--- src/rtl/ata_tim_pkg.sv ---
package ata_tim_pkg;

  localparam int CNT_W = 5;

  localparam logic [2:0] ADDR_SU_C0D0 = 3'd4;
  localparam logic [2:0] ADDR_SU_C0D1 = 3'd5;
  localparam logic [2:0] ADDR_SU_C1   = 3'd6;
  localparam logic [2:0] ADDR_IRQ_C0  = 3'd7;
  localparam int         IRQ_CLR_BIT  = 2;

  typedef enum logic [2:0] {
    ST_IDLE, ST_SETUP, ST_ACTIVE, ST_RECOV, ST_DONE
  } seq_state_e;

  typedef struct packed {
    logic [CNT_W-1:0] su;
    logic [CNT_W-1:0] act;
    logic [CNT_W-1:0] rec;
  } phase_cnt_t;

  function automatic logic [CNT_W-1:0] setup_clks(input logic [1:0] code);
    case (code)
      2'b01:   return CNT_W'(2);
      2'b10:   return CNT_W'(3);
      2'b00:   return CNT_W'(4);
      default: return CNT_W'(5);
    endcase
  endfunction

  function automatic logic [CNT_W-1:0] active_clks(input logic [3:0] f);
    return (f == 4'd0) ? CNT_W'(16) : {1'b0, f};
  endfunction

  // code 15 is the minimum-recovery setting
  function automatic logic [CNT_W-1:0] recov_clks(input logic [3:0] c);
    if (c == 4'd0)  return CNT_W'(16);
    if (c == 4'd15) return CNT_W'(2);
    return {1'b0, c} + CNT_W'(1);
  endfunction

endpackage

--- src/rtl/ata_tim_regs.sv ---
module ata_tim_regs
  import ata_tim_pkg::*;
#(
  parameter int NUM_CH    = 2,
  parameter int NUM_SLOTS = 4
) (
  input  logic                        clk_i,
  input  logic                        rst_ni,
  input  logic                        we_i,
  input  logic [2:0]                  addr_i,
  input  logic [7:0]                  wdata_i,
  input  logic [NUM_CH-1:0]           intrq_i,
  output logic [NUM_SLOTS-1:0][7:0]   tim_o,
  output logic [2:0][1:0]             su_o,
  output logic [NUM_CH-1:0]           irq_pend_o
);

  logic [NUM_SLOTS-1:0][7:0] tim_q;
  logic [2:0][1:0]           su_q;
  logic [NUM_CH-1:0]         intrq_q;
  logic [NUM_CH-1:0]         pend_q;

  for (genvar s = 0; s < NUM_SLOTS; s++) begin : g_tim
    always_ff @(posedge clk_i or negedge rst_ni) begin
      if (!rst_ni)                                tim_q[s] <= '0;
      else if (we_i && addr_i == 3'(s))           tim_q[s] <= wdata_i;
    end
  end

  always_ff @(posedge clk_i or negedge rst_ni) begin
    if (!rst_ni) begin
      su_q <= '0;
    end else if (we_i) begin
      if (addr_i == ADDR_SU_C0D0) su_q[0] <= wdata_i[7:6];
      if (addr_i == ADDR_SU_C0D1) su_q[1] <= wdata_i[7:6];
      if (addr_i == ADDR_SU_C1)   su_q[2] <= wdata_i[7:6];
    end
  end

  for (genvar c = 0; c < NUM_CH; c++) begin : g_irq
    localparam logic [2:0] CLR_ADDR = (c == 0) ? ADDR_IRQ_C0 : ADDR_SU_C1;
    logic rise, clr;
    assign rise = intrq_i[c] & ~intrq_q[c];
    assign clr  = we_i && (addr_i == CLR_ADDR) && wdata_i[IRQ_CLR_BIT];
    always_ff @(posedge clk_i or negedge rst_ni) begin
      if (!rst_ni) begin
        intrq_q[c] <= 1'b0;
        pend_q[c]  <= 1'b0;
      end else begin
        intrq_q[c] <= intrq_i[c];
        if (rise)     pend_q[c] <= 1'b1;
        else if (clr) pend_q[c] <= 1'b0;
      end
    end
  end

  assign tim_o      = tim_q;
  assign su_o       = su_q;
  assign irq_pend_o = pend_q;

endmodule

--- src/rtl/ata_tim_decode.sv ---
module ata_tim_decode
  import ata_tim_pkg::*;
#(
  parameter int NUM_SLOTS = 4,
  localparam int SLOT_W   = $clog2(NUM_SLOTS)
) (
  input  logic [NUM_SLOTS-1:0][7:0] tim_i,
  input  logic [2:0][1:0]           su_i,
  input  logic [SLOT_W-1:0]         slot_i,
  output phase_cnt_t                cnt_o
);

  logic [CNT_W-1:0] su_d0, su_d1, su_c0;
  logic [7:0]       tbyte;

  assign su_d0 = setup_clks(su_i[0]);
  assign su_d1 = setup_clks(su_i[1]);
  assign su_c0 = (su_d0 > su_d1) ? su_d0 : su_d1;
  assign tbyte = tim_i[slot_i];

  always_comb begin
    cnt_o.su  = slot_i[SLOT_W-1] ? setup_clks(su_i[2]) : su_c0;
    cnt_o.act = active_clks(tbyte[7:4]);
    cnt_o.rec = recov_clks(tbyte[3:0]);
  end

endmodule

--- src/rtl/ata_tim_seq.sv ---
module ata_tim_seq
  import ata_tim_pkg::*;
(
  input  logic        clk_i,
  input  logic        rst_ni,
  input  logic        req_valid_i,
  input  logic        req_write_i,
  input  phase_cnt_t  cnt_i,
  output logic        ready_o,
  output logic        busy_o,
  output logic        addr_valid_o,
  output logic        dior_no,
  output logic        diow_no,
  output logic        done_o
);

  seq_state_e       state_q;
  logic [CNT_W-1:0] cnt_q, act_q, rec_q;
  logic             wr_q;
  logic             last;

  assign last = (cnt_q == '0);

  always_ff @(posedge clk_i or negedge rst_ni) begin
    if (!rst_ni) begin
      state_q <= ST_IDLE;
      cnt_q   <= '0;
      act_q   <= '0;
      rec_q   <= '0;
      wr_q    <= 1'b0;
    end else begin
      unique case (state_q)
        ST_IDLE: if (req_valid_i) begin
          state_q <= ST_SETUP;
          cnt_q   <= cnt_i.su - CNT_W'(1);
          act_q   <= cnt_i.act;
          rec_q   <= cnt_i.rec;
          wr_q    <= req_write_i;
        end
        ST_SETUP: if (last) begin
          state_q <= ST_ACTIVE;
          cnt_q   <= act_q - CNT_W'(1);
        end else cnt_q <= cnt_q - CNT_W'(1);
        ST_ACTIVE: if (last) begin
          state_q <= ST_RECOV;
          cnt_q   <= rec_q - CNT_W'(1);
        end else cnt_q <= cnt_q - CNT_W'(1);
        ST_RECOV: if (last) state_q <= ST_DONE;
                  else      cnt_q   <= cnt_q - CNT_W'(1);
        ST_DONE:  state_q <= ST_IDLE;
        default:  state_q <= ST_IDLE;
      endcase
    end
  end

  assign ready_o      = (state_q == ST_IDLE);
  assign busy_o       = (state_q != ST_IDLE);
  assign addr_valid_o = (state_q == ST_SETUP) || (state_q == ST_ACTIVE) ||
                        (state_q == ST_RECOV);
  assign dior_no      = !((state_q == ST_ACTIVE) && !wr_q);
  assign diow_no      = !((state_q == ST_ACTIVE) &&  wr_q);
  assign done_o       = (state_q == ST_DONE);

endmodule

--- src/rtl/ata_strobe_timer.sv ---
module ata_strobe_timer
  import ata_tim_pkg::*;
#(
  parameter int  NUM_CH    = 2,
  localparam int NUM_SLOTS = NUM_CH * 2,
  localparam int SLOT_W    = $clog2(NUM_SLOTS)
) (
  input  logic              clk_i,
  input  logic              rst_ni,
  input  logic              reg_we_i,
  input  logic [2:0]        reg_addr_i,
  input  logic [7:0]        reg_wdata_i,
  input  logic              req_valid_i,
  input  logic [SLOT_W-1:0] req_slot_i,
  input  logic              req_write_i,
  input  logic [NUM_CH-1:0] intrq_i,
  output logic              req_ready_o,
  output logic              busy_o,
  output logic              addr_valid_o,
  output logic              dior_no,
  output logic              diow_no,
  output logic              done_o,
  output logic [NUM_CH-1:0] irq_pend_o
);

  logic [NUM_SLOTS-1:0][7:0] tim;
  logic [2:0][1:0]           su;
  phase_cnt_t                cnt;

  ata_tim_regs #(.NUM_CH(NUM_CH), .NUM_SLOTS(NUM_SLOTS)) u_regs (
    .clk_i      (clk_i),
    .rst_ni     (rst_ni),
    .we_i       (reg_we_i),
    .addr_i     (reg_addr_i),
    .wdata_i    (reg_wdata_i),
    .intrq_i    (intrq_i),
    .tim_o      (tim),
    .su_o       (su),
    .irq_pend_o (irq_pend_o)
  );

  ata_tim_decode #(.NUM_SLOTS(NUM_SLOTS)) u_dec (
    .tim_i  (tim),
    .su_i   (su),
    .slot_i (req_slot_i),
    .cnt_o  (cnt)
  );

  ata_tim_seq u_seq (
    .clk_i        (clk_i),
    .rst_ni       (rst_ni),
    .req_valid_i  (req_valid_i),
    .req_write_i  (req_write_i),
    .cnt_i        (cnt),
    .ready_o      (req_ready_o),
    .busy_o       (busy_o),
    .addr_valid_o (addr_valid_o),
    .dior_no      (dior_no),
    .diow_no      (diow_no),
    .done_o       (done_o)
  );

endmodule

--- config.mk ---
export PLATFORM = sky130hd
export DESIGN_NAME = ata_strobe_timer
export DESIGN_NICKNAME = d
export VERILOG_FILES = /design/src/rtl/ata_tim_pkg.sv /design/src/rtl/ata_tim_regs.sv /design/src/rtl/ata_tim_decode.sv /design/src/rtl/ata_tim_seq.sv /design/src/rtl/ata_strobe_timer.sv
export SDC_FILE = /design/constraint.sdc
export NUM_CORES = 1
export LEC_CHECK = 0
export CAP_MARGIN = 20
export CORE_ASPECT_RATIO = 1.1
export CORE_MARGIN = 2
export CORE_UTILIZATION = 30
export DETAILED_ROUTE_END_ITERATION = 8
export PLACE_DENSITY_LB_ADDON = 0.25
export SKIP_LAST_GASP = 1
export SLEW_MARGIN = 20
export SYNTH_ARGS = -nofsm -noshare
export SYNTH_HDL_FRONTEND = slang
export SYNTH_SLANG_ARGS = --single-unit
export TNS_END_PERCENT = 1
--- constraint.sdc ---
create_clock -name clk_i -period 4.4 [get_ports clk_i]
set_clock_uncertainty 0.1 [all_clocks]
set_input_delay 1.32 -clock clk_i [delete_from_list [all_inputs] [get_ports clk_i]]
set_output_delay 1.32 -clock clk_i [all_outputs]
set_load 0.005 [all_outputs]
### Word-level counts from Yosys, hierarchy flattened

Index checks and enable logic that the tools add are counted.

| operators by class | value |
|---|---|
| multiplexer cells | 29 |
| order comparisons | 2 |
| equality and inequality tests | 23 |
| reduce and logical (&&, ||, !) cells | 33 |
| bitwise logic cells | 4 |
| add/sub/neg operators | 5 |

Operators with widths:

| cell | number |
|---|---|
| $mux 5 | 10 |
| $pmux 3 s3 | 3 |
| $pmux 5 s4 | 1 |
| $sub 5x1->5 const B | 4 |
| $bmux 8 s2 | 1 |
| $eq 3x3->1 const B | 5 |
| $mux 3 | 5 |
| $eq 3x2->1 const B | 4 |
| $pmux 3 s4 | 1 |
| $logic_and 1x1->1 | 10 |
| $logic_not 4->1 | 2 |
| $mux 8 | 1 |
| $reduce_and 2->1 | 4 |
| $mux 1 | 7 |
| $eq 2x1->1 const B | 3 |
| $eq 2x2->1 const B | 3 |
| $eq 3x1->1 const B | 2 |
| $logic_not 2->1 | 3 |
| $logic_not 3->1 | 2 |
| $ne 2x1->1 const B | 3 |
| $add 4x1->5 const B | 1 |
| $logic_not 5->1 | 1 |
| $eq 4x4->1 const B | 1 |
| $ne 2x2->1 const B | 2 |
| other kinds (11) | 17 |

| storage, ports and cells | value |
|---|---|
| output and inout port bits | 8 |
| logic and storage cells | 112 |
| register bits after elaboration | 61 |

### Longest topological paths before layout

Gate-level depths: netlist (run 1).

| depth | value |
|---|---|
| depth after elaboration | 8 |
| mapped depth | 14 |
| depth with buffers taken out | 14 |

### Modules after synthesis

Synthesis (run 1) repeated with hierarchy kept, for this count alone.

| unflattened totals | value |
|---|---|
| cell total of the unflattened synthesis | 289 |
| area, all modules | 3425.8 sq um |

By module, submodules not included:

| module | area each (sq um) | times used | cells an instance |
|---|---|---|---|
| ata_tim_regs | 1625.3 | 1 | 100 |
| ata_tim_seq | 1216.2 | 1 | 126 |
| ata_tim_decode | 584.3 | 1 | 63 |

### Worst setup path after synthesis (run 1)

OpenSTA, ideal clock, no wires.

| timing path | value |
|---|---|
| path kind | input-to-reg |
| from | input req_slot_i[1] |
| to | register u_seq.cnt_q[2] |
| cell stages on the path | 9 |
| setup slack | 1.333 ns |
| data required time | 4.178 ns |
| setup time | 0.122 ns |
| data arrival time | 2.845 ns |
| path through | clkbuf_1 -> clkbuf_1 -> nor2_1 -> mux2_2 -> a21oi_1 -> ha_1 -> ha_1 -> nand2_1 -> a32o_1 |

| on the way | value |
|---|---|
| cells in the longest elaborated chain, start to end | 4 |

RTL lines:

| what | RTL line | RTL |
|---|---|---|
| start: declaration | ata_strobe_timer.sv:14 | `input logic [SLOT_W-1:0] req_slot_i,` |
| $mux 5 | ata_tim_decode.sv:22 | `cnt_o.su = slot_i[SLOT_W-1] ? setup_clks(su_i[2]) : su_c0;` |
| $sub 5x1->5 | ata_tim_seq.sv:35 | `cnt_q <= cnt_i.su - CNT_W'(1);` |
| $mux 5 | ata_tim_seq.sv:33 | `ST_IDLE: if (req_valid_i) begin` |
| $pmux 5 s4 | ata_tim_seq.sv:32 | `unique case (state_q)` |
| end signal: assignment | ata_tim_seq.sv:35 |  |
| end signal: assignment | ata_tim_seq.sv:42 | `cnt_q <= act_q - CNT_W'(1);` |
| end signal: assignment | ata_tim_seq.sv:43 | `end else cnt_q <= cnt_q - CNT_W'(1);` |
| end: declaration | ata_tim_seq.sv:18 | `logic [CNT_W-1:0] cnt_q, act_q, rec_q;` |

Every way passes these cells. The select of a mux whose other input is x is not followed.
A chain may end at the register's enable or synchronous reset.

### Final worst setup path (run 1)

| timing path | value |
|---|---|
| from | register u_seq.state_q[0] |
| to | output addr_valid_o |

| on the way | value |
|---|---|
| cells in the longest elaborated chain, start to end | 3 |

RTL lines:

| what | RTL line | RTL |
|---|---|---|
| start: declaration | ata_tim_seq.sv:17 | `seq_state_e state_q;` |
| start signal: assignment | ata_tim_seq.sv:26 | `state_q <= ST_IDLE;` |
| start signal: assignment | ata_tim_seq.sv:34 | `state_q <= ST_SETUP;` |
| start signal: assignment | ata_tim_seq.sv:41 | `state_q <= ST_ACTIVE;` |
| $eq 3x1->1 or $eq 3x2->1 (tied branches) | ata_tim_seq.sv:58 | `assign addr_valid_o = (state_q == ST_SETUP) \|\| (state_q == ST_ACTIVE) \|\|` |
| $logic_or 1x1->1 | ata_tim_seq.sv:58 |  |
| $logic_or 1x1->1 * | ata_tim_seq.sv:58 |  |
| end: declaration | ata_strobe_timer.sv:19 | `output logic addr_valid_o,` |

Every way passes the cells marked *; elsewhere a longest branch is shown, timed or not.

==> impl_results.md, run 1 <==
- Status: complete, no violations
- Resized Gates After CTS: 0
- Syn. warnings: 0
- CP Buf/Inv Count: 2
- Post-CTS Setup Bufs: 0
- P_leak: 1.71 nW
- Cts bufs inserted: 9
- DRT iter0 DRCs: 51
- N_diodes: 0
- Worst slew pin tran: 0.814 ns
- WP depth: 4
- Min-delay worst type: flip-flop to flip-flop
- Die area: 12000 um^2
- Max-cap violation count: 0
- Worst EP arrival: 2.26 ns
- Synth Flop Type: dfrtp_1
- Post-synthesis sequential area ratio: 45.7%
- Pwr dens: 623 nW/um^2
- Core Box Area: 10900 um^2
- Hold buffer count at cts: 0
- Final count of negative-setup-slack endpoints: 0
- Max FO, Critical Path: 22
- Vias in the first global route: 2293
- Placer Congestion: 0.766
- Routed WL per cell: 14.5 um
- Vias per cell: 4.72
- Setup TNS: 0 ns
- CTS max path bufs: 2
- Maximum VDD drop: 0.213 mV
- Post-DRT Antenna Nets: 0
- Post-synth cell types: 51
- Number of synthesized register bits: 61
- FF-to-FF Start: u_regs.su_o[0]$_DFFE_PN0P_
- Initial core utilization: 30.7%
- Post-synthesis instance total: 286
- Post-synthesis area per instance: 11.7 um^2
- Total clock sinks: 61
- Tmin final: 3.68 ns
- Initial antenna violation count: 0
- FF-to-FF setup slack: 1.50 ns
- Number of cells on the worst reg-to-reg path: 13
- Wire length on met3: 245 um
- Fin. max-slew vios: 0
- Final hold violation count: 0
- CP startpoint: u_seq.state_q[0]$_DFFE_PN0P_
- Crit Path Class: flip-flop to primary output
- Layout cells sized above 1: 25.4%
- GRT overflow: 0
- M1 wire length: 3.02 mm
- Synth Net Count: 321
- Via count: 2199
- H-Tree Depth: 3
- Number of remaining DRC errors: 0
- RSZ-0062 raised after global routing: false
- Tcrit/Tclk final: 83.6%
- Placed wire-length estimate: 4.89 mm
- R2R Path End: u_seq.cnt_q[2]$_DFFE_PN0P_
- Die H: 115 um
- DR WL met2: 3.40 mm
- Fmax: 272 MHz
- Fillers: 1069
- Slew headroom: 45.5%
- FFs w/ async S/R, synth: 100%
- Worst-Skew Late Latency: 0.33 ns
- Worst path required time: 2.98 ns
- Post-layout nets: 349
- DRT Pass-1 Iters: 4
- IO buf count: 27
- Startpoint Class: flip-flop
- Largest net degree at the start of global routing: 57
- CTS tree: built
- Critical Path Max Stage Delay: 0.79 ns
- Gr usage total: 12.7%
- Number of synthesized flops with an enable pin: 0
- End of the critical path: addr_valid_o
- Synth Cell Area: 3340 um^2
- Slowest stage cell, crit path: dfrtp_1
- Die width: 105 um
- DR top layer: met4
- Total power: 0.00257 W
- Final WL: 6.78 mm
- Root Buffer: clkbuf_16
- Crit-path leading delay family: flip-flops
- Row count: 40
- CP Cell Sequence: nor2_1 > or2_1 > inv_2 > clkdlybuf4s50_1
- Worst-path clk slew: 0.05 ns
- Hold_ws: 0.316 ns
- Io pins: 28
- Area growth from synthesis to layout: 23.6%
- Critical Path End Type: primary output
- First-pass GRT wire length: 11.7 mm
[cells by family after synthesis]
kind of cell / share of synthesized area, %
DFF: 45.7
muxes: 20.9
AOI/OAI and AO/OA: 8.36
xor gates and xnor gates: 2.62
buffers and inverters: 4.16
adders and majority gates: 5.62
and+or+nand+nor: 12.6
[worst min-delay path by stage]
| stage | from | end | slack (ns) | cells past startpoint |
|---|---|---|---|---|
| after detailed placement | u_regs.intrq_q[0]$_DFF_PN0_ | u_regs.irq_pend_o[0]$_DFFE_PN0P_ | 0.31 | 1 |
| after global routing | u_regs.intrq_q[0]$_DFF_PN0_ | u_regs.irq_pend_o[0]$_DFFE_PN0P_ | 0.35 | 1 |
| after CTS | u_regs.intrq_q[0]$_DFF_PN0_ | u_regs.irq_pend_o[0]$_DFFE_PN0P_ | 0.32 | 1 |
| after floorplan | u_regs.intrq_q[0]$_DFF_PN0_ | u_regs.irq_pend_o[0]$_DFFE_PN0P_ | 0.30 | 1 |
| after global placement | u_regs.intrq_q[0]$_DFF_PN0_ | u_regs.irq_pend_o[0]$_DFFE_PN0P_ | 0.31 | 1 |
| final | u_regs.intrq_q[0]$_DFF_PN0_ | u_regs.irq_pend_o[0]$_DFFE_PN0P_ | 0.32 | 1 |
[cell usage after synthesis, types with 2 or more instances]
library cell | n | area share (%)
nor2b_1 | 2 | 0.37
o21a_1 | 2 | 0.45
xnor2_1 | 6 | 1.6
nor3_2 | 2 | 0.60
nor2_1 | 14 | 1.6
inv_1 | 21 | 2.4
clkbuf_1 | 8 | 0.90
and3_1 | 2 | 0.37
buf_2 | 3 | 0.45
dfrtp_1 | 61 | 46
or2_1 | 2 | 0.37
a21oi_1 | 6 | 0.90
ha_1 | 15 | 5.6
nand2_1 | 15 | 1.7
mux4_2 | 8 | 5.4
a22oi_1 | 2 | 0.45
mux2_2 | 42 | 14
nand2b_1 | 2 | 0.37
nor4b_2 | 2 | 0.90
nand4b_1 | 4 | 1.0
mux2i_1 | 3 | 0.90
nor3b_1 | 6 | 1.3
o22ai_1 | 2 | 0.37
or3_1 | 3 | 0.56
xor2_1 | 4 | 1.0
nor3_1 | 8 | 1.2
o21ai_0 | 16 | 2.4
o221ai_1 | 2 | 0.52
[state kept, by name, indices dropped and copies added, names as in the netlist]
register / flops
u_regs.su_o: 6
u_seq.wr_q: 1
u_seq.act_q: 5
u_seq.state_q: 3
u_seq.cnt_q: 5
u_regs.irq_pend_o: 2
u_seq.rec_q: 5
u_regs.tim_o: 32
u_regs.intrq_q: 2
[metal layers]
layer	vias to the layer above	GRT usage, %
li1	1088	-
met1	1080	15.0
met2	24	21.8
met3	7	3.87
met4	0	4.62
met5	-	0
[metrics by stage]
| stage | area [um^2] | utilization (%) | std cells | setup slack, ns |
|---|---|---|---|---|
| 2_1_floorplan | 3340 | - | 286 | 1.33 |
| 3_3_place_gp | 3750 | 34.6 | 450 | 0.815 |
| 3_5_place_dp | 3750 | 34.6 | 450 | 0.813 |
| 4_1_cts | 4130 | 38.0 | 466 | 0.691 |
| 5_1_grt | 4130 | 38.0 | 466 | 0.584 |
| 6_report | 4130 | 38.0 | 466 | 0.723 |
[cell type report]
type / count / area (um^2) / share of cell area (%)
Sequential cell: 61 / 1530 / 37.0
Timing Repair Buffer: 30 / 288 / 6.97
Multi-Input combinational cell: 190 / 1670 / 40.5
Clock buffer: 10 / 239 / 5.79
Clock inverter: 6 / 134 / 3.24
Tap cell: 147 / 184 / 4.46
Inverter: 22 / 82.6 / 2.00
[report_power, final]
part / leakage (nW) / switching (W) / total, W / internal, W
registers: 0.730 / 0.000155 / 0.000877 / 0.000723
logic: 0.802 / 0.000373 / 0.000812 / 0.000440
clock network: 0.183 / 0.000255 / 0.000880 / 0.000626
[layout by cell type (no fill, tap or decap), drive strengths merged, types with 3 or more instances in the layout]
master,instances
mux4,8
mux2i,3
o21ai,17
mux2,43
clkdlybuf4s50,26
clkbuf,10
bufinv,4
nor3b,7
nor3,10
dfrtp,61
nand4b,4
a21oi,7
or3,3
xor2,4
inv,22
buf,4
xnor2,6
nor2,14
nor4b,4
nand2,15
ha,15
No activity file was read; power rests on OpenSTA's default activity.
==> inputs of run 2 (changes only) <==
==> constraint.sdc (replaced) <==
create_clock -name clk_i -period 3.2 [get_ports clk_i]
set_clock_uncertainty 0.1 [all_clocks]
set_input_delay 0.96 -clock clk_i [delete_from_list [all_inputs] [get_ports clk_i]]
set_output_delay 0.96 -clock clk_i [all_outputs]
set_load 0.005 [all_outputs]
==> run 2 against run 1 <==
- die area unchanged
- highest routed layer unchanged
- design area about the same
- first-iteration DRC count down 20%
==> impl_results.md, run 2 (synthesis results as in run 1) <==
- Total clock sinks: 61 (unchanged)
- Final count of negative-setup-slack endpoints: 0 (unchanged)
- Post-layout nets: 360 (was 349)
- Max-cap violation count: 0 (unchanged)
- Number of cells on the worst reg-to-reg path: 12 (was 13)
- Setup Slack @ Placement: 0.154 ns (was 0.813 ns)
- H-Tree Depth: 3 (unchanged)
- Post-CTS Setup Bufs: 0 (unchanged)
- Cts bufs inserted: 9 (unchanged)
- Post-DRT Antenna Nets: 0 (unchanged)
- Hold_sp: u_regs.intrq_q[1]$_DFF_PN0_ (was u_regs.intrq_q[0]$_DFF_PN0_)
- P_leak: 1.73 nW (was 1.71 nW)
- Tcrit/Tclk final: 94.7%
- Core Box Area: 10900 um^2 (unchanged)
- CTS tree: built (unchanged)
- Area growth from synthesis to layout: 23.5% (was 23.6%)
- RSZ-0062 raised after global routing: false (unchanged)
- CTS max path bufs: 2 (unchanged)
- FF-to-FF setup slack: 0.28 ns (was 1.50 ns)
- Worst-path clk slew: 0.05 ns (about the same)
- Min-delay worst type: flip-flop to flip-flop (unchanged)
- Resized Gates After CTS: 0 (unchanged)
- Initial core utilization: 30.7% (unchanged)
- Final hold violation count: 0 (unchanged)
- Worst Hold Path EP: u_regs.irq_pend_o[1]$_DFFE_PN0P_ (was u_regs.irq_pend_o[0]$_DFFE_PN0P_)
- Finished Layout Cells: 477 (was 466)
- Fin. max-slew vios: 0 (unchanged)
- Crit Path Class: flip-flop to primary output (unchanged)
- Worst hold path cell count: 1 (unchanged)
- Critical Path Max Stage Delay: 0.56 ns (was 0.79 ns)
- CP startpoint: u_seq.state_q[1]$_DFFE_PN0P_ (was u_seq.state_q[0]$_DFFE_PN0P_)
- Critical Path End Type: primary output (unchanged)
- Vias in the first global route: 2366 (was 2293)
- Largest net degree at the start of global routing: 26 (was 57)
- Placer Congestion: 0.763 (was 0.766)
- Max FFs per register: 32 (unchanged)
- Number of remaining DRC errors: 0 (unchanged)
- Hold buffer count at cts: 0 (unchanged)
- Initial antenna violation count: 0 (unchanged)
- Worst slew pin tran: 0.756 ns (was 0.814 ns)
- Most frequent cells in the layout: dfrtp_1, mux2_2, clkdlybuf4s50_1, inv_1, o21ai_0 (unchanged)
- N_diodes: 0 (unchanged)
- Dpl cells: 461 (was 450)
- Die width: 105 um (unchanged)
- Slowest stage cell, crit path: dfrtp_1 (unchanged)
- Via count: 2227 (was 2199)
- Final WL: 6.94 mm (was 6.78 mm)
- Die area: 12000 um^2 (unchanged)
- Placed wire-length estimate: 5.11 mm (was 4.89 mm)
- Worst-Skew Late Latency: 0.32 ns (was 0.33 ns)
- Row count: 40 (unchanged)
- Setup ws final: 0.171 ns (was 0.723 ns)
- CP Cell Sequence: buf_4 > nand2b_1 > or3_1 > clkdlybuf4s50_1 (was nor2_1 > or2_1 > inv_2 > clkdlybuf4s50_1)
- Setup TNS: 0 ns (unchanged)
- Maximum VDD drop: 0.337 mV (was 0.213 mV)
- Worst EP arrival: 1.97 ns (was 2.26 ns)
- Most common cell after layout, fill and taps aside: dfrtp_1 (unchanged)
- Tmin final: 3.03 ns
- Die H: 115 um (unchanged)
- R2R Path End: u_seq.cnt_q[2]$_DFFE_PN0P_ (unchanged)
- Pwr dens: 794 nW/um^2 (was 623 nW/um^2)
- DRT Pass-1 Iters: 4 (unchanged)
- Slew headroom: 49.5% (was 45.5%)
- Worst path required time: 2.14 ns (was 2.98 ns)
- First-pass GRT wire length: 12.0 mm (was 11.7 mm)
- Root Buffer: clkbuf_16 (unchanged)
- FF-to-FF Start: u_regs.su_o[1]$_DFFE_PN0P_ (was u_regs.su_o[0]$_DFFE_PN0P_)
- Gr usage total: 12.9% (was 12.7%)
- Startpoint Class: flip-flop (unchanged)
- Fmax: 330 MHz
- Status: complete, no violations (unchanged)
- GRT overflow: 0 (unchanged)
- IO buf count: 27 (unchanged)
- Io pins: 28 (unchanged)
- Fillers: 1093 (was 1069)
- Vias per cell: 4.67 (was 4.72)
- Layout cells sized above 1: 27.9% (was 25.4%)
- Routed WL per cell: 14.6 um (was 14.5 um)
- DRT iter0 DRCs: 41 (was 51)
- Max FO, Critical Path: 10 (was 22)
[run 2: changes by cell type in the layout (fill, tap and decap cells not counted)]
cell / change
buf_4: +11
bufinv_16: -4
clkbuf_8: +1
clkinv_2: +1
clkinv_4: -1
clkinvlp_4: +2
inv_6: +1
[run 2: area by class of cell]
| cell class | instances | area (um^2) | area share (%) |
|---|---|---|---|
| multi-input cells | 190 | 1670 | 40.6 |
| inverters | 22 | 82.6 | 2.00 |
| clock buffers | 11 | 253 | 6.13 |
| repair buffers | 41 | 370 | 8.98 |
| flip-flops and latches | 61 | 1530 | 37.0 |
| well taps | 147 | 184 | 4.46 |
| clock inverters | 5 | 33.8 | 0.819 |
[run 2: worst max path at each step]
stage,end,slack (ns),depth (start not counted)
global route,u_seq.cnt_q[2]$_DFFE_PN0P_,0.02,13
CTS,dior_no,0.16,4
floorplan,u_seq.cnt_q[2]$_DFFE_PN0P_,0.49,9
detailed placement,u_seq.cnt_q[2]$_DFFE_PN0P_,0.15,8
finish,dior_no,0.17,4
global placement,u_seq.rec_q[0]$_DFFE_PN0P_,0.21,5
[run 2: per-stage QoR]
| step | hold slack [ns] | power, W | util, % | cell area, um^2 |
|---|---|---|---|---|
| after floorplan | 0.300 | 0.00204 | - | 3340 |
| after global placement | 0.307 | 0.00236 | 35.3 | 3840 |
| after detailed placement | 0.318 | 0.00238 | 35.3 | 3840 |
| after CTS | 0.325 | 0.00332 | 38.0 | 4120 |
| after global routing | 0.342 | 0.00353 | 38.0 | 4120 |
| final | 0.317 | 0.00328 | 38.0 | 4120 |
[run 2: worst max-delay path, delay by kind of cell (launching register included)]
family	cells	cell delay [ns]
and+or+nand+nor	2	0.40
buffers and inverters	2	0.69
DFF	1	0.56
[run 2: power by group]
| part | switching [W] | internal, W | total (W) |
|---|---|---|---|
| clock | 0.000356 | 0.000566 | 0.000921 |
| combinational | 0.000542 | 0.000631 | 0.00117 |
| sequential | 0.000187 | 0.000994 | 0.00118 |
| total | 0.00108 | 0.00219 | 0.00328 |
[run 2: metal layers]
metal,wire length (um),GRT usage (%),part of all wire (%)
met2,3450,22.2,50
met3,178,2.90,2.6
met4,140,5.42,2.0
met5,0,0,0
met1,3180,15.8,46
==> inputs of run 3 (changes only) <==
--- a/config.mk
+++ b/config.mk
@@ -10,9 +10,8 @@
 export CORE_MARGIN = 2
 export CORE_UTILIZATION = 30
 export DETAILED_ROUTE_END_ITERATION = 8
-export PLACE_DENSITY_LB_ADDON = 0.25
 export SKIP_LAST_GASP = 1
-export SLEW_MARGIN = 20
+export SLEW_MARGIN = 10
 export SYNTH_ARGS = -nofsm -noshare
 export SYNTH_HDL_FRONTEND = slang
 export SYNTH_SLANG_ARGS = --single-unit
==> constraint.sdc (replaced) <==
create_clock -name clk_i -period 2.92 [get_ports clk_i]
set_clock_uncertainty 0.1 [all_clocks]
set_input_delay 0.876 -clock clk_i [delete_from_list [all_inputs] [get_ports clk_i]]
set_output_delay 0.876 -clock clk_i [all_outputs]
set_load 0.005 [all_outputs]
==> run 3 against run 2 <==
- non-clock buffer count grew 4
- sequential share of layout area fell by 0.45 points
- count of clock-buffer cells in the layout is 1 lower
- setup slack lost 0.0029 ns
- critical path depth unchanged
- routed wire length down 4.5%
- combinational power grew 14%
==> impl_results.md, run 3 (synthesis results as in run 1) <==
- Most frequent cells in the layout: dfrtp_1, mux2_2, clkdlybuf4s50_1, inv_1, buf_4 (was dfrtp_1, mux2_2, clkdlybuf4s50_1, inv_1, o21ai_0)
- Slew headroom: 75.1% (was 49.5%)
- Max FFs per register: 32 (unchanged)
- Status: complete, no violations (unchanged)
- Final hold violation count: 0 (unchanged)
- Via count: 2273 (was 2227)
- CP startpoint: u_seq.state_q[1]$_DFFE_PN0P_ (unchanged)
- N_diodes: 0 (unchanged)
- Number of remaining DRC errors: 0 (unchanged)
- Area growth from synthesis to layout: 25.1% (was 23.5%)
- Maximum VDD drop: 0.334 mV (was 0.337 mV)
- Gr usage total: 12.1% (was 12.9%)
- Io pins: 28 (unchanged)
- Cts bufs inserted: 9 (unchanged)
- Setup ws final: 0.168 ns (was 0.171 ns)
- GRT overflow: 0 (unchanged)
- CTS tree: built (unchanged)
- Min-delay worst type: primary input to async pin (was flip-flop to flip-flop)
- P_leak: 1.75 nW (was 1.73 nW)
- Layout cells sized above 1: 29.3% (was 27.9%)
- Number of cells on the worst reg-to-reg path: 12 (unchanged)
- Routed WL per cell: 13.8 um (was 14.6 um)
- CP Cell Sequence: nor2_1 > or2_1 > inv_2 > clkdlybuf4s50_1 (was buf_4 > nand2b_1 > or3_1 > clkdlybuf4s50_1)
- Critical Path Max Stage Delay: 0.50 ns (was 0.56 ns)
- Worst-Skew Late Latency: 0.33 ns (was 0.32 ns)
- Die width: 105 um (unchanged)
- Worst EP arrival: 1.78 ns (was 1.97 ns)
- Post-layout nets: 364 (was 360)
- Combinational Power Share: 36.4% (was 35.8%)
- WP depth: 4 (unchanged)
- P_sw: 0.00119 W (was 0.00108 W)
- Setup TNS: 0 ns (unchanged)
- Die H: 115 um (unchanged)
- IO buf count: 27 (unchanged)
- FF-to-FF setup slack: 0.18 ns (was 0.28 ns)
- Critical Path End Type: primary output (unchanged)
- Fin. max-slew vios: 0 (unchanged)
- Switching portion of total power: 32.6% (was 33.1%)
- Seq pwr share: 35.2% (was 36.1%)
- Max FO, Critical Path: 8 (was 10)
- Crit-path leading delay family: buffers and inverters (unchanged)
- Tcrit/Tclk final: 94.2%
- DRT Pass-1 Iters: 4 (unchanged)
- CP Buf/Inv Count: 2 (unchanged)
- Post-DRT Antenna Nets: 0 (unchanged)
- DRT iter0 DRCs: 90 (was 41)
- Total power: 0.00365 W (was 0.00328 W)
- Post-CTS Setup Bufs: 0 (unchanged)
- Pwr dens: 874 nW/um^2 (was 794 nW/um^2)
- Slowest stage cell, crit path: clkdlybuf4s50_1 (was dfrtp_1)
- H-Tree Depth: 3 (unchanged)
- Root Buffer: clkbuf_16 (unchanged)
- Startpoint Class: flip-flop (unchanged)
- FF-to-FF Start: u_regs.su_o[2]$_DFFE_PN0P_ (was u_regs.su_o[1]$_DFFE_PN0P_)
- Final count of negative-setup-slack endpoints: 0 (unchanged)
- Internal power: 0.00246 W (was 0.00219 W)
- RSZ-0062 raised after global routing: true (was false)
- Total clock sinks: 61 (unchanged)
- R2R Path End: u_seq.cnt_q[2]$_DFFE_PN0P_ (unchanged)
- Worst slew pin tran: 0.374 ns (was 0.756 ns)
- Final WL: 6.63 mm (was 6.94 mm)
- First-pass GRT wire length: 11.5 mm (was 12.0 mm)
- Worst-path clk slew: 0.05 ns (about the same)
- Setup Slack @ Placement: 0.0323 ns (was 0.154 ns)
- Initial antenna violation count: 0 (unchanged)
- CTS max path bufs: 2 (unchanged)
- Most common cell after layout, fill and taps aside: dfrtp_1 (unchanged)
- Crit Path Class: flip-flop to primary output (unchanged)
- Placer Congestion: 0.851 (was 0.763)
- Vias per cell: 4.73 (was 4.67)
- Row count: 40 (unchanged)
- Final Core Density: 38.5% (was 38.0%)
- Core Box Area: 10900 um^2 (unchanged)
- Fmax: 363 MHz
- Initial core utilization: 30.7% (unchanged)
- Clock share of power: 28.4% (was 28.1%)
- Die area: 12000 um^2 (unchanged)
- Max-cap violation count: 0 (unchanged)
- Largest net degree at the start of global routing: 31 (was 26)
- End of the critical path: addr_valid_o (was dior_no)
- Vias in the first global route: 2283 (was 2366)
- Worst path required time: 1.94 ns (was 2.14 ns)
- Placed wire-length estimate: 4.97 mm (was 5.11 mm)
- Tmin final: 2.75 ns
==> run 3: cell types whose count changed in the layout (fill, tap and decap cells not counted), sizes merged <==
| cell | delta |
|---|---|
| buf | +4 |
| bufinv | +1 |
| clkbuf | -1 |
| clkinv | +1 |
| inv | -1 |
==> run 3: area by class of cell <==
class / instances / area (um^2)
tap: 147 / 184
fill: 1038 / 6680
clock inverter: 6 / 63.8
timing repair buffer: 45 / 400
multi-input combinational: 190 / 1690
inverter: 22 / 82.6
clock buffer: 10 / 229
sequential: 61 / 1530
==> run 3: power groups by stage <==
stage               registers, W  logic [W]  clock network (W)
floorplan                0.00122    0.00102                  0
global placement         0.00128    0.00130                  0
detailed placement       0.00129    0.00132                  0
CTS                      0.00128    0.00133            0.00106
global route             0.00132    0.00150            0.00110
finish                   0.00128    0.00133            0.00104
==> run 3: per-layer routing <==
layer	share of wire, %	track usage, %
met1	46	14.9
met5	0	0
met2	49	20.6
met3	3.0	3.02
met4	1.6	4.53
==> run 3: repair_timing <==
action                     in CTS  in global routing
resized for setup               0                  4
setup endpoints to repair       0                  4
hold buffers                    0                  0
==> run 3: stage by stage <==
stage                     instances  area (um^2)  hold slack [ns]
final                           481         4180            0.319
after global routing            481         4180            0.333
after CTS                       481         4160            0.324
after detailed placement        465         3870            0.316
after global placement          465         3870            0.305
after floorplan                 286         3340            0.300
==> run 3: worst min path at each step <==
stage / to / slack (ns)
finish: u_seq.cnt_q[3]$_DFFE_PN0P_ / 0.32
global route: u_seq.cnt_q[3]$_DFFE_PN0P_ / 0.33
CTS: u_regs.irq_pend_o[0]$_DFFE_PN0P_ / 0.32
detailed placement: u_regs.irq_pend_o[0]$_DFFE_PN0P_ / 0.32
global placement: u_regs.irq_pend_o[0]$_DFFE_PN0P_ / 0.30
floorplan: u_regs.irq_pend_o[0]$_DFFE_PN0P_ / 0.30
